<file path="config.mk">
export PLATFORM = sky130hd
export DESIGN_NAME = dmaq_ring_csr
export DESIGN_NICKNAME = d
export VERILOG_FILES = /design/src/rtl/dmaq_pkg.sv /design/src/rtl/dmaq_addr_dec.sv /design/src/rtl/dmaq_queue.sv /design/src/rtl/dmaq_rd_mux.sv /design/src/rtl/dmaq_ring_csr.sv
export SDC_FILE = /design/constraint.sdc
export NUM_CORES = 2
export LEC_CHECK = 0
export ABC_CLOCK_PERIOD_IN_PS = 5800
export BUFFER_PORTS_ARGS = -buffer_cell sky130_fd_sc_hd__buf_4
export CELL_PAD_IN_SITES_DETAIL_PLACEMENT = 0
export CELL_PAD_IN_SITES_GLOBAL_PLACEMENT = 1
export CORE_MARGIN = 5
export CORE_UTILIZATION = 30
export CTS_BUF_LIST = sky130_fd_sc_hd__clkbuf_8
export DETAILED_ROUTE_END_ITERATION = 7
export PLACE_DENSITY = 0.65
export SETUP_SLACK_MARGIN = 0.5
export SLEW_MARGIN = 0
export SYNTH_ARGS = -nofsm -noshare
export SYNTH_HDL_FRONTEND = slang
export SYNTH_HIERARCHICAL = 1
export SYNTH_SLANG_ARGS = --single-unit
</file>
<file path="constraint.sdc">
create_clock -name clk -period 5.8 [get_ports clk]
set_clock_uncertainty 0.1 [all_clocks]
set_input_delay 0.29 -clock clk [delete_from_list [all_inputs] [get_ports clk]]
set_output_delay 0.29 -clock clk [all_outputs]
set_load 0.005 [all_outputs]
</file>
<file path="src/rtl/dmaq_pkg.sv">
package dmaq_pkg;

  // Register selected by the low 12 address bits of a queue window.
  typedef enum logic [3:0] {
    SEL_NONE,
    SEL_BASE_LO,
    SEL_BASE_HI,
    SEL_LEN,
    SEL_HEAD,
    SEL_DBELL,
    SEL_TAIL,
    SEL_SWCTRL,
    SEL_DTAIL
  } dmaq_sel_e;

  localparam logic [11:0] OFF_BASE_LO   = 12'h028;
  localparam logic [11:0] OFF_BASE_HI   = 12'h02C;
  localparam logic [11:0] OFF_LEN       = 12'h030;
  localparam logic [11:0] OFF_HEAD      = 12'h034;
  localparam logic [11:0] OFF_DBELL     = 12'h038;
  localparam logic [11:0] OFF_TAIL      = 12'h03C;
  localparam logic [11:0] OFF_SWCTRL_RX = 12'h064;
  localparam logic [11:0] OFF_SWCTRL_TX = 12'h0B0;
  localparam logic [11:0] OFF_DTAIL     = 12'h0E0;

  localparam int WIN_SHIFT = 12;

  // Decode one in-window offset for a given build variant.
  function automatic dmaq_sel_e dmaq_decode(input logic [11:0] off,
                                            input bit is_tx,
                                            input bit has_dt);
    dmaq_sel_e s;
    s = SEL_NONE;
    case (off)
      OFF_BASE_LO:   s = SEL_BASE_LO;
      OFF_BASE_HI:   s = SEL_BASE_HI;
      OFF_LEN:       s = SEL_LEN;
      OFF_HEAD:      s = SEL_HEAD;
      OFF_DBELL:     s = SEL_DBELL;
      OFF_TAIL:      s = SEL_TAIL;
      OFF_SWCTRL_TX: s = is_tx ? SEL_SWCTRL : SEL_NONE;
      OFF_SWCTRL_RX: s = is_tx ? SEL_NONE : SEL_SWCTRL;
      OFF_DTAIL:     s = (is_tx && has_dt) ? SEL_DTAIL : SEL_NONE;
      default:       s = SEL_NONE;
    endcase
    return s;
  endfunction

endpackage

</file>
<file path="src/rtl/dmaq_addr_dec.sv">
module dmaq_addr_dec
  import dmaq_pkg::*;
#(
  parameter int ADDR_W        = 16,
  parameter int NUM_Q         = 4,
  parameter bit IS_TX         = 1'b1,
  parameter bit HAS_DATA_TAIL = 1'b1,
  localparam int QW = (NUM_Q > 1) ? $clog2(NUM_Q) : 1
) (
  input  logic [ADDR_W-1:0] addr,
  output logic              hit,
  output logic [QW-1:0]     q_idx,
  output dmaq_sel_e         sel
);

  localparam int WW = ADDR_W - WIN_SHIFT;

  logic [WW-1:0] win;
  logic          win_ok;

  assign win    = addr[ADDR_W-1:WIN_SHIFT];
  // Window 0 is below the first queue; windows above NUM_Q are unmapped.
  assign win_ok = (win != '0) && (int'(win) <= NUM_Q);
  assign q_idx  = QW'(win - WW'(1));

  always_comb begin
    sel = dmaq_decode(addr[WIN_SHIFT-1:0], IS_TX, HAS_DATA_TAIL);
    if (!win_ok) sel = SEL_NONE;
  end

  assign hit = (sel != SEL_NONE);

endmodule

</file>
<file path="src/rtl/dmaq_queue.sv">
module dmaq_queue
  import dmaq_pkg::*;
#(
  parameter int PTR_W         = 16,
  parameter bit IS_TX         = 1'b1,
  parameter bit HAS_DATA_TAIL = 1'b1
) (
  input  logic             clk,
  input  logic             rst,
  input  logic             we,
  input  dmaq_sel_e        sel,
  input  logic [31:0]      wdata,
  input  logic             consume,
  output logic [31:0]      base_lo,
  output logic [31:0]      base_hi,
  output logic [PTR_W-1:0] len,
  output logic [PTR_W-1:0] head,
  output logic [PTR_W-1:0] tail,
  output logic [PTR_W-1:0] dtail,
  output logic             pending,
  output logic             kick
);

  // Add a count below the ring size and wrap with one subtraction.
  function automatic logic [PTR_W-1:0] wrap_add(input logic [PTR_W-1:0] p,
                                                input logic [PTR_W-1:0] n,
                                                input logic [PTR_W-1:0] size);
    logic [PTR_W:0] s;
    s = {1'b0, p} + {1'b0, n};
    if (s >= {1'b0, size}) s = s - {1'b0, size};
    return s[PTR_W-1:0];
  endfunction

  logic             len_nz;
  logic             cnt_ok;
  logic             db_ok;
  logic             swrst;
  logic             adv_ok;
  logic [PTR_W-1:0] tail_nxt;
  logic [PTR_W-1:0] head_nxt;

  assign len_nz = (len != '0);
  assign cnt_ok = len_nz && (wdata < 32'(len));
  assign db_ok  = we && (sel == SEL_DBELL) && cnt_ok;
  assign swrst  = we && (sel == SEL_SWCTRL) && wdata[0];
  assign adv_ok = consume && len_nz && (head != tail);

  always_comb begin
    tail_nxt = tail;
    if (swrst)      tail_nxt = '0;
    else if (db_ok) tail_nxt = wrap_add(tail, wdata[PTR_W-1:0], len);
  end

  always_comb begin
    head_nxt = head;
    if (adv_ok) head_nxt = wrap_add(head, PTR_W'(1), len);
  end

  always_ff @(posedge clk) begin
    if (rst) begin
      base_lo <= '0;
      base_hi <= '0;
      len     <= '0;
      head    <= '0;
      tail    <= '0;
      pending <= 1'b0;
      kick    <= 1'b0;
    end else begin
      if (we && sel == SEL_BASE_LO) base_lo <= wdata;
      if (we && sel == SEL_BASE_HI) base_hi <= wdata;
      if (we && sel == SEL_LEN)     len     <= wdata[PTR_W-1:0];
      head    <= head_nxt;
      tail    <= tail_nxt;
      pending <= (tail_nxt != head_nxt);
      kick    <= db_ok;
    end
  end

  generate
    if (IS_TX && HAS_DATA_TAIL) begin : g_dtail
      logic dt_ok;
      assign dt_ok = we && (sel == SEL_DTAIL) && cnt_ok;
      always_ff @(posedge clk) begin
        if (rst)        dtail <= '0;
        else if (swrst) dtail <= '0;
        else if (dt_ok) dtail <= wrap_add(dtail, wdata[PTR_W-1:0], len);
      end
    end else begin : g_no_dtail
      assign dtail = '0;
    end
  endgenerate

endmodule

</file>
<file path="src/rtl/dmaq_rd_mux.sv">
module dmaq_rd_mux
  import dmaq_pkg::*;
#(
  parameter int NUM_Q = 4,
  parameter int PTR_W = 16,
  localparam int QW = (NUM_Q > 1) ? $clog2(NUM_Q) : 1
) (
  input  logic                        hit,
  input  logic [QW-1:0]               q_idx,
  input  dmaq_sel_e                   sel,
  input  logic [NUM_Q-1:0][31:0]      base_lo,
  input  logic [NUM_Q-1:0][31:0]      base_hi,
  input  logic [NUM_Q-1:0][PTR_W-1:0] len,
  input  logic [NUM_Q-1:0][PTR_W-1:0] head,
  input  logic [NUM_Q-1:0][PTR_W-1:0] tail,
  output logic [31:0]                 rdata
);

  always_comb begin
    rdata = '0;
    if (hit && int'(q_idx) < NUM_Q) begin
      case (sel)
        SEL_BASE_LO: rdata = base_lo[q_idx];
        SEL_BASE_HI: rdata = base_hi[q_idx];
        SEL_LEN:     rdata = 32'(len[q_idx]);
        SEL_HEAD:    rdata = 32'(head[q_idx]);
        SEL_TAIL:    rdata = 32'(tail[q_idx]);
        default:     rdata = '0;
      endcase
    end
  end

endmodule

</file>
<file path="src/rtl/dmaq_ring_csr.sv">
module dmaq_ring_csr
  import dmaq_pkg::*;
#(
  parameter int ADDR_W        = 16,
  parameter int NUM_Q         = 4,
  parameter int PTR_W         = 16,
  parameter bit IS_TX         = 1'b1,
  parameter bit HAS_DATA_TAIL = 1'b1
) (
  input  logic                   clk,
  input  logic                   rst,
  input  logic                   bus_valid,
  input  logic                   bus_write,
  input  logic [ADDR_W-1:0]      bus_addr,
  input  logic [31:0]            bus_wdata,
  output logic                   bus_ack,
  output logic [31:0]            bus_rdata,
  input  logic [NUM_Q-1:0]       eng_consume,
  output logic [NUM_Q-1:0]       eng_pending,
  output logic [NUM_Q-1:0]       eng_kick,
  output logic [NUM_Q*64-1:0]    eng_base,
  output logic [NUM_Q*PTR_W-1:0] eng_len,
  output logic [NUM_Q*PTR_W-1:0] eng_head,
  output logic [NUM_Q*PTR_W-1:0] eng_tail,
  output logic [NUM_Q*PTR_W-1:0] eng_data_tail
);

  localparam int QW = (NUM_Q > 1) ? $clog2(NUM_Q) : 1;

  logic                        hit;
  logic [QW-1:0]               q_idx;
  dmaq_sel_e                   sel;
  logic [31:0]                 rd_mux;
  logic [NUM_Q-1:0][31:0]      base_lo;
  logic [NUM_Q-1:0][31:0]      base_hi;
  logic [NUM_Q-1:0][PTR_W-1:0] len;
  logic [NUM_Q-1:0][PTR_W-1:0] head;
  logic [NUM_Q-1:0][PTR_W-1:0] tail;
  logic [NUM_Q-1:0][PTR_W-1:0] dtail;

  dmaq_addr_dec #(
    .ADDR_W(ADDR_W), .NUM_Q(NUM_Q), .IS_TX(IS_TX), .HAS_DATA_TAIL(HAS_DATA_TAIL)
  ) u_dec (
    .addr(bus_addr), .hit(hit), .q_idx(q_idx), .sel(sel)
  );

  generate
    for (genvar q = 0; q < NUM_Q; q++) begin : g_q
      logic we_q;
      assign we_q = bus_valid && bus_write && hit && (int'(q_idx) == q);

      dmaq_queue #(
        .PTR_W(PTR_W), .IS_TX(IS_TX), .HAS_DATA_TAIL(HAS_DATA_TAIL)
      ) u_queue (
        .clk(clk), .rst(rst), .we(we_q), .sel(sel), .wdata(bus_wdata),
        .consume(eng_consume[q]),
        .base_lo(base_lo[q]), .base_hi(base_hi[q]), .len(len[q]),
        .head(head[q]), .tail(tail[q]), .dtail(dtail[q]),
        .pending(eng_pending[q]), .kick(eng_kick[q])
      );

      assign eng_base[q*64 +: 64]         = {base_hi[q], base_lo[q]};
      assign eng_len[q*PTR_W +: PTR_W]       = len[q];
      assign eng_head[q*PTR_W +: PTR_W]      = head[q];
      assign eng_tail[q*PTR_W +: PTR_W]      = tail[q];
      assign eng_data_tail[q*PTR_W +: PTR_W] = dtail[q];
    end
  endgenerate

  dmaq_rd_mux #(.NUM_Q(NUM_Q), .PTR_W(PTR_W)) u_rd (
    .hit(hit), .q_idx(q_idx), .sel(sel),
    .base_lo(base_lo), .base_hi(base_hi), .len(len), .head(head), .tail(tail),
    .rdata(rd_mux)
  );

  always_ff @(posedge clk) begin
    if (rst) begin
      bus_ack   <= 1'b0;
      bus_rdata <= '0;
    end else begin
      bus_ack   <= bus_valid;
      bus_rdata <= (bus_valid && !bus_write) ? rd_mux : '0;
    end
  end

endmodule

</file>
==> results.md <==
- Along the worst hold path, the cell count comes to 4.
- In this run the clock root is driven by a sky130_fd_sc_hd__clkbuf_8.
- For this design the top-level I/O count stands at 609.
- Broken down by cell family, the worst path's largest delay share belongs to compound AO/OA/AOI/OAI gates.
- Clock-pin slew was measured on the worst setup and hold paths at 0.07 ns.
- Measured along the y axis, the die boundary spans 393 um.
- During placement, the flow inserted port buffers numbering 608.
- Headroom to the max-slew limit came out at 0.162.
- The core region is 146,000 um^2.
- The number of global-route vias before repair is 44.1k.
- The share of total power dissipated in the clock network is 0.481.
- Setup repair after global routing could not meet its margin everywhere.
- After the first detailed-routing iteration, the DRC count stood at 5,003.
- The synthesized design contains 553 register bits.
- Of the total power, registers draw 0.388.
- The final instance count without filler cells is 8,350.
- Of all cell types, the one taking the most synthesized area is sky130_fd_sc_hd__dfxtp_1.
- The worst-path cell with the longest stage delay is sky130_fd_sc_hd__or4b_1.
- CTS built an H-tree with a depth of 3.
- The pin count of the biggest net entering global routing is 142.
- In the final layout, the share of cells above drive strength 1 is 0.227.
- Using the TritonRoute via totals, the vias-per-cell ratio works out to 5.66.
- The wire length per cell after detailed routing is 28.8 um.
- Detailed routing placed a total of 103,000 um of wire on met2.
- In the finished design, the share of the clock period the worst path needs comes to 0.974.
- The detailed route wirelength on metal3 is 21,600 um.
- The share of the Yosys chip area taken by registers is 0.252.
- At the placement stage, the worst setup path has a slack of -0.107 ns.
- The net switching share of the total power is 0.294.
- The worst hold path terminates at g_q[3].u_queue/head[2]$_SDFF_PP0_.
- The count of final hold-check violations came to 0.
- The worst hold path class is in2reg.
- The maximum single-stage delay on the critical path is 0.53 ns.
- The count of yosys warnings during synthesis is 6.
- For this design the static power due to leakage is 0.0233 uW.
- The cell that appears most often on the critical path is sky130_fd_sc_hd__a21o_1.
- The total congestion overflow after global routing is 0.
- The switching power of the nets is 2880 uW.
- The library cells used most frequently in the layout, excluding fill and tap cells, are 922 x sky130_fd_sc_hd__buf_4, 870 x sky130_fd_sc_hd__nand2_1, 608 x sky130_fd_sc_hd__a21oi_1, 547 x sky130_fd_sc_hd__dfxtp_1, 452 x sky130_fd_sc_hd__nor2_1.
- The number of placement rows is 140.
- The worst setup path is launched from a register.
- The part of the power in combinational logic is 0.131.
- Counting I/O delays and the setup requirement, the final critical path takes 5.65 ns.
- The cell count after synthesis came out at 5,506.
- The met1 wire length is 102,000 um.
- The accumulated negative setup slack is 0 ns.
- The number of nets at the end of the flow is 6,796.
- The total half-perimeter wirelength after legalization and detailed placement is 189,000 um.
- The commonest register cell after synthesis is sky130_fd_sc_hd__dfxtp_1.
- Clock latency on the worst-skew pair, taken at its later pin, is 0.89 ns.
- Leaving out fill and tap cells, the most frequent cell in the layout is sky130_fd_sc_hd__buf_4.
- The number of antenna-violating nets in the routed design is 0.
- The netlist uses 113 different library cells.
- Hold is met by 0.0999 ns.
- The achievable clock frequency is 177 MHz.
- The fraction of registers with async set/reset is 0.
- The overall via count from detail_route is 47.3k.
- The final core utilization is 0.383.
- The startpoint identified for the worst hold timing path is eng_consume[3].
- The length in cells of the worst reg-to-reg path is 23.
- The number of sinks on the clock net is 553.
- For the pin with the worst max-slew slack, the measured transition is 1.24 ns.
- The capturing point of the worst reg2reg path is g_q[1].u_queue/pending$_SDFF_PP0_.
- The startpoint of the most critical register-to-register path is g_q[1].u_queue/tail[0]$_SDFF_PP0_.
- The run finished with clean final reports.
- The number of antenna violations at the first check in global routing is 15.
- The horizontal die dimension is 393 um.
- Dividing total power by cell area gives a power density of 176 nW/um^2.
- The cell area after synthesis is 43,900 um^2.
- The total routed wirelength is 240,000 um.
- By area the synthesized netlist is led by sky130_fd_sc_hd__dfxtp_1 25%, sky130_fd_sc_hd__ha_1 11%, sky130_fd_sc_hd__nand2_1 7.4%.
- The share of synthesized area in the top cell type comes to 0.252.
- Including well taps, the total number of placed cells is 8,080.
- The first detailed-routing pass took 8 iterations.
- TritonCTS built the clock tree.
- The maximum buffer depth of the clock tree is 3.
- Relative to the synthesized area, the layout overhead comes to 26.8%.
- The number of remaining DRC errors is 0.
- Counting flops with a built-in enable in the synthesized netlist gives 0.
- STA classifies the critical path endpoint as a register.
- The total CTS buffers is 111.
- The arrival time at the worst endpoint is 6.27 ns.
- The buffering stage count on the worst path with inverters included is 3.
- The congestion estimate from routability-driven global placement came to 1.01.
- Traced cell by cell, the critical path runs through ha_1, inv_1, fa_1, nand2b_1, a21o_1, a31oi_4, a31oi_1, xnor2_1, ha_1, a21o_1, a22o_1, o41ai_4, nor2b_1, buf_4, a31oi_4, buf_4, a21o_1, a31o_2, xnor2_1, or4b_1, or4b_1, nor4_2, a41oi_1.
- The design internal power is 6910 uW.
- The highest routed metal layer is met5.
- The setup slack of the most critical reg-to-reg path is 0.15 ns.
- The first global-routing pass estimated 331,000 um of wire.
- Data on the critical path is required at its endpoint by 6.42 ns.
- Across the VDD grid, the largest voltage drop is 0.153 mV.
- After layout, the worst setup slack is 0.152 ns.
- The full die area is 154,000 um^2.
- The final number of setup-violating endpoints is 0.
- The number of slew-limit violations in the final report is 0.
- The number of violations of the max-capacitance limit is 0.
- The type of the worst setup path is reg2reg.
- The maximum net fanout on the critical path is 7.
- In the global route stage, overall resource usage came out at 0.296.
- The initial utilization of the core area, before any placement, comes to 0.302.
- Each instance of the synthesized netlist takes up on average 7.98 um^2.
- The post-synthesis net count is 5,967.
power by group through the flow:
| stage | Combinational, uW | Clock [uW] | Sequential, uW |
|---|---|---|---|
| after floorplan | 766 | 0 | 3880 |
| after global placement | 1210 | 0 | 3880 |
| after detailed placement | 1210 | 0 | 3880 |
| after CTS | 1240 | 4800 | 3800 |
| after global routing | 1380 | 4960 | 3800 |
| final | 1280 | 4710 | 3800 |
sequential cells by signal (all words and copies together) (netlist names):
name and flops:
g_q.u_queue/head 64, g_q.u_queue/pending 4, g_q.u_queue/kick 4, g_q.u_queue/base_lo 128
g_q.u_queue/dtail 64, g_q.u_queue/len 64, bus_rdata 32, g_q.u_queue/base_hi 128
bus_ack 1, g_q.u_queue/tail 64
layer usage:
layer / global-route usage / up-vias
met5: 0 / -
li1: - / 21562
met1: 0.398 / 22934
met3: 0.0649 / 494
met4: 0.153 / 8
met2: 0.446 / 2253
final cells by class:
type | instances | area, um^2
Antenna cell | 5 | 12.5
Clock buffer | 146 | 2010
Clock inverter | 60 | 534
Fill cell | 15076 | 89900
Inverter | 187 | 712
Multi-Input combinational cell | 4511 | 31400
Sequential cell | 553 | 11100
Tap cell | 1917 | 2400
Timing Repair Buffer | 971 | 7520
through the flow:
| stage | area (um^2) | total power, uW |
|---|---|---|
| after floorplan | 43900 | 4650 |
| after global routing | 55700 | 10100 |
| after detailed placement | 52200 | 5090 |
| after CTS | 55300 | 9840 |
| after global placement | 52200 | 5090 |
| final | 55700 | 9790 |
cell usage after synthesis, types with 12 or more instances:
master / instances
sky130_fd_sc_hd__a211oi_1: 96
sky130_fd_sc_hd__a21o_1: 84
sky130_fd_sc_hd__a21oi_1: 617
sky130_fd_sc_hd__a21oi_2: 15
sky130_fd_sc_hd__a22oi_1: 52
sky130_fd_sc_hd__a31o_2: 16
sky130_fd_sc_hd__a31oi_1: 71
sky130_fd_sc_hd__and2_1: 50
sky130_fd_sc_hd__and3_1: 64
sky130_fd_sc_hd__buf_2: 33
sky130_fd_sc_hd__buf_6: 13
sky130_fd_sc_hd__clkbuf_1: 188
sky130_fd_sc_hd__dfxtp_1: 553
sky130_fd_sc_hd__fa_1: 20
sky130_fd_sc_hd__ha_1: 385
sky130_fd_sc_hd__inv_1: 186
sky130_fd_sc_hd__mux2_2: 26
sky130_fd_sc_hd__mux2i_1: 82
sky130_fd_sc_hd__mux4_2: 112
sky130_fd_sc_hd__nand2_1: 871
sky130_fd_sc_hd__nand2b_1: 41
sky130_fd_sc_hd__nand3_1: 113
sky130_fd_sc_hd__nand4_1: 62
sky130_fd_sc_hd__nor2_1: 463
sky130_fd_sc_hd__nor2b_1: 68
sky130_fd_sc_hd__nor3_1: 106
sky130_fd_sc_hd__nor3b_1: 12
sky130_fd_sc_hd__nor4_1: 63
sky130_fd_sc_hd__o211ai_1: 34
sky130_fd_sc_hd__o21a_1: 39
sky130_fd_sc_hd__o21ai_0: 167
sky130_fd_sc_hd__o21bai_1: 33
sky130_fd_sc_hd__o22ai_1: 19
sky130_fd_sc_hd__o31a_1: 14
sky130_fd_sc_hd__o31ai_1: 18
sky130_fd_sc_hd__or2_2: 29
sky130_fd_sc_hd__or3_1: 28
sky130_fd_sc_hd__or4_1: 12
sky130_fd_sc_hd__xnor2_1: 232
sky130_fd_sc_hd__xor2_1: 168
cells by family after synthesis:
kind of cell               share of synthesized area
AOI/OAI and AO/OA                              0.204
buffers and inverters                         0.0415
xor gates and xnor gates                      0.0797
adders and majority gates                      0.119
DFF                                            0.252
muxes                                         0.0834
and+or+nand+nor                                0.221
worst reg2reg max path, delay by kind of cell (launching register included):
kind | cells | cell delay [ns]
AOI/OAI and AO/OA | 10 | 2.02
DFF | 1 | 0.33
buffers and inverters | 3 | 0.40
and+or+nand+nor | 5 | 1.52
xor gates and xnor gates | 2 | 0.33
adders and majority gates | 3 | 0.84
worst max-delay path by stage:
| stage | start | to | slack (ns) | cells past startpoint |
|---|---|---|---|---|
| floorplan | g_q[1].u_queue/tail[0]$_SDFF_PP0_ | g_q[1].u_queue/pending$_SDFF_PP0_ | 0.53 | 23 |
| global placement | bus_wdata[0] | g_q[2].u_queue/pending$_SDFF_PP0_ | 0.03 | 24 |
| detailed placement | bus_wdata[0] | g_q[2].u_queue/pending$_SDFF_PP0_ | -0.11 | 24 |
| CTS | g_q[1].u_queue/tail[0]$_SDFF_PP0_ | g_q[1].u_queue/pending$_SDFF_PP0_ | 0.17 | 23 |
| global route | g_q[1].u_queue/tail[0]$_SDFF_PP0_ | g_q[1].u_queue/pending$_SDFF_PP0_ | -0.11 | 23 |
| finish | g_q[1].u_queue/tail[0]$_SDFF_PP0_ | g_q[1].u_queue/pending$_SDFF_PP0_ | 0.15 | 23 |
timing repair:
item,in CTS,in global routing
setup buffers,12,16
hold endpoints to repair,316,0
pin swaps,9,22
setup endpoints to repair,12,58
hold buffers,31,0
resized for setup,20,68
No activity file was read; power rests on OpenSTA's default activity.
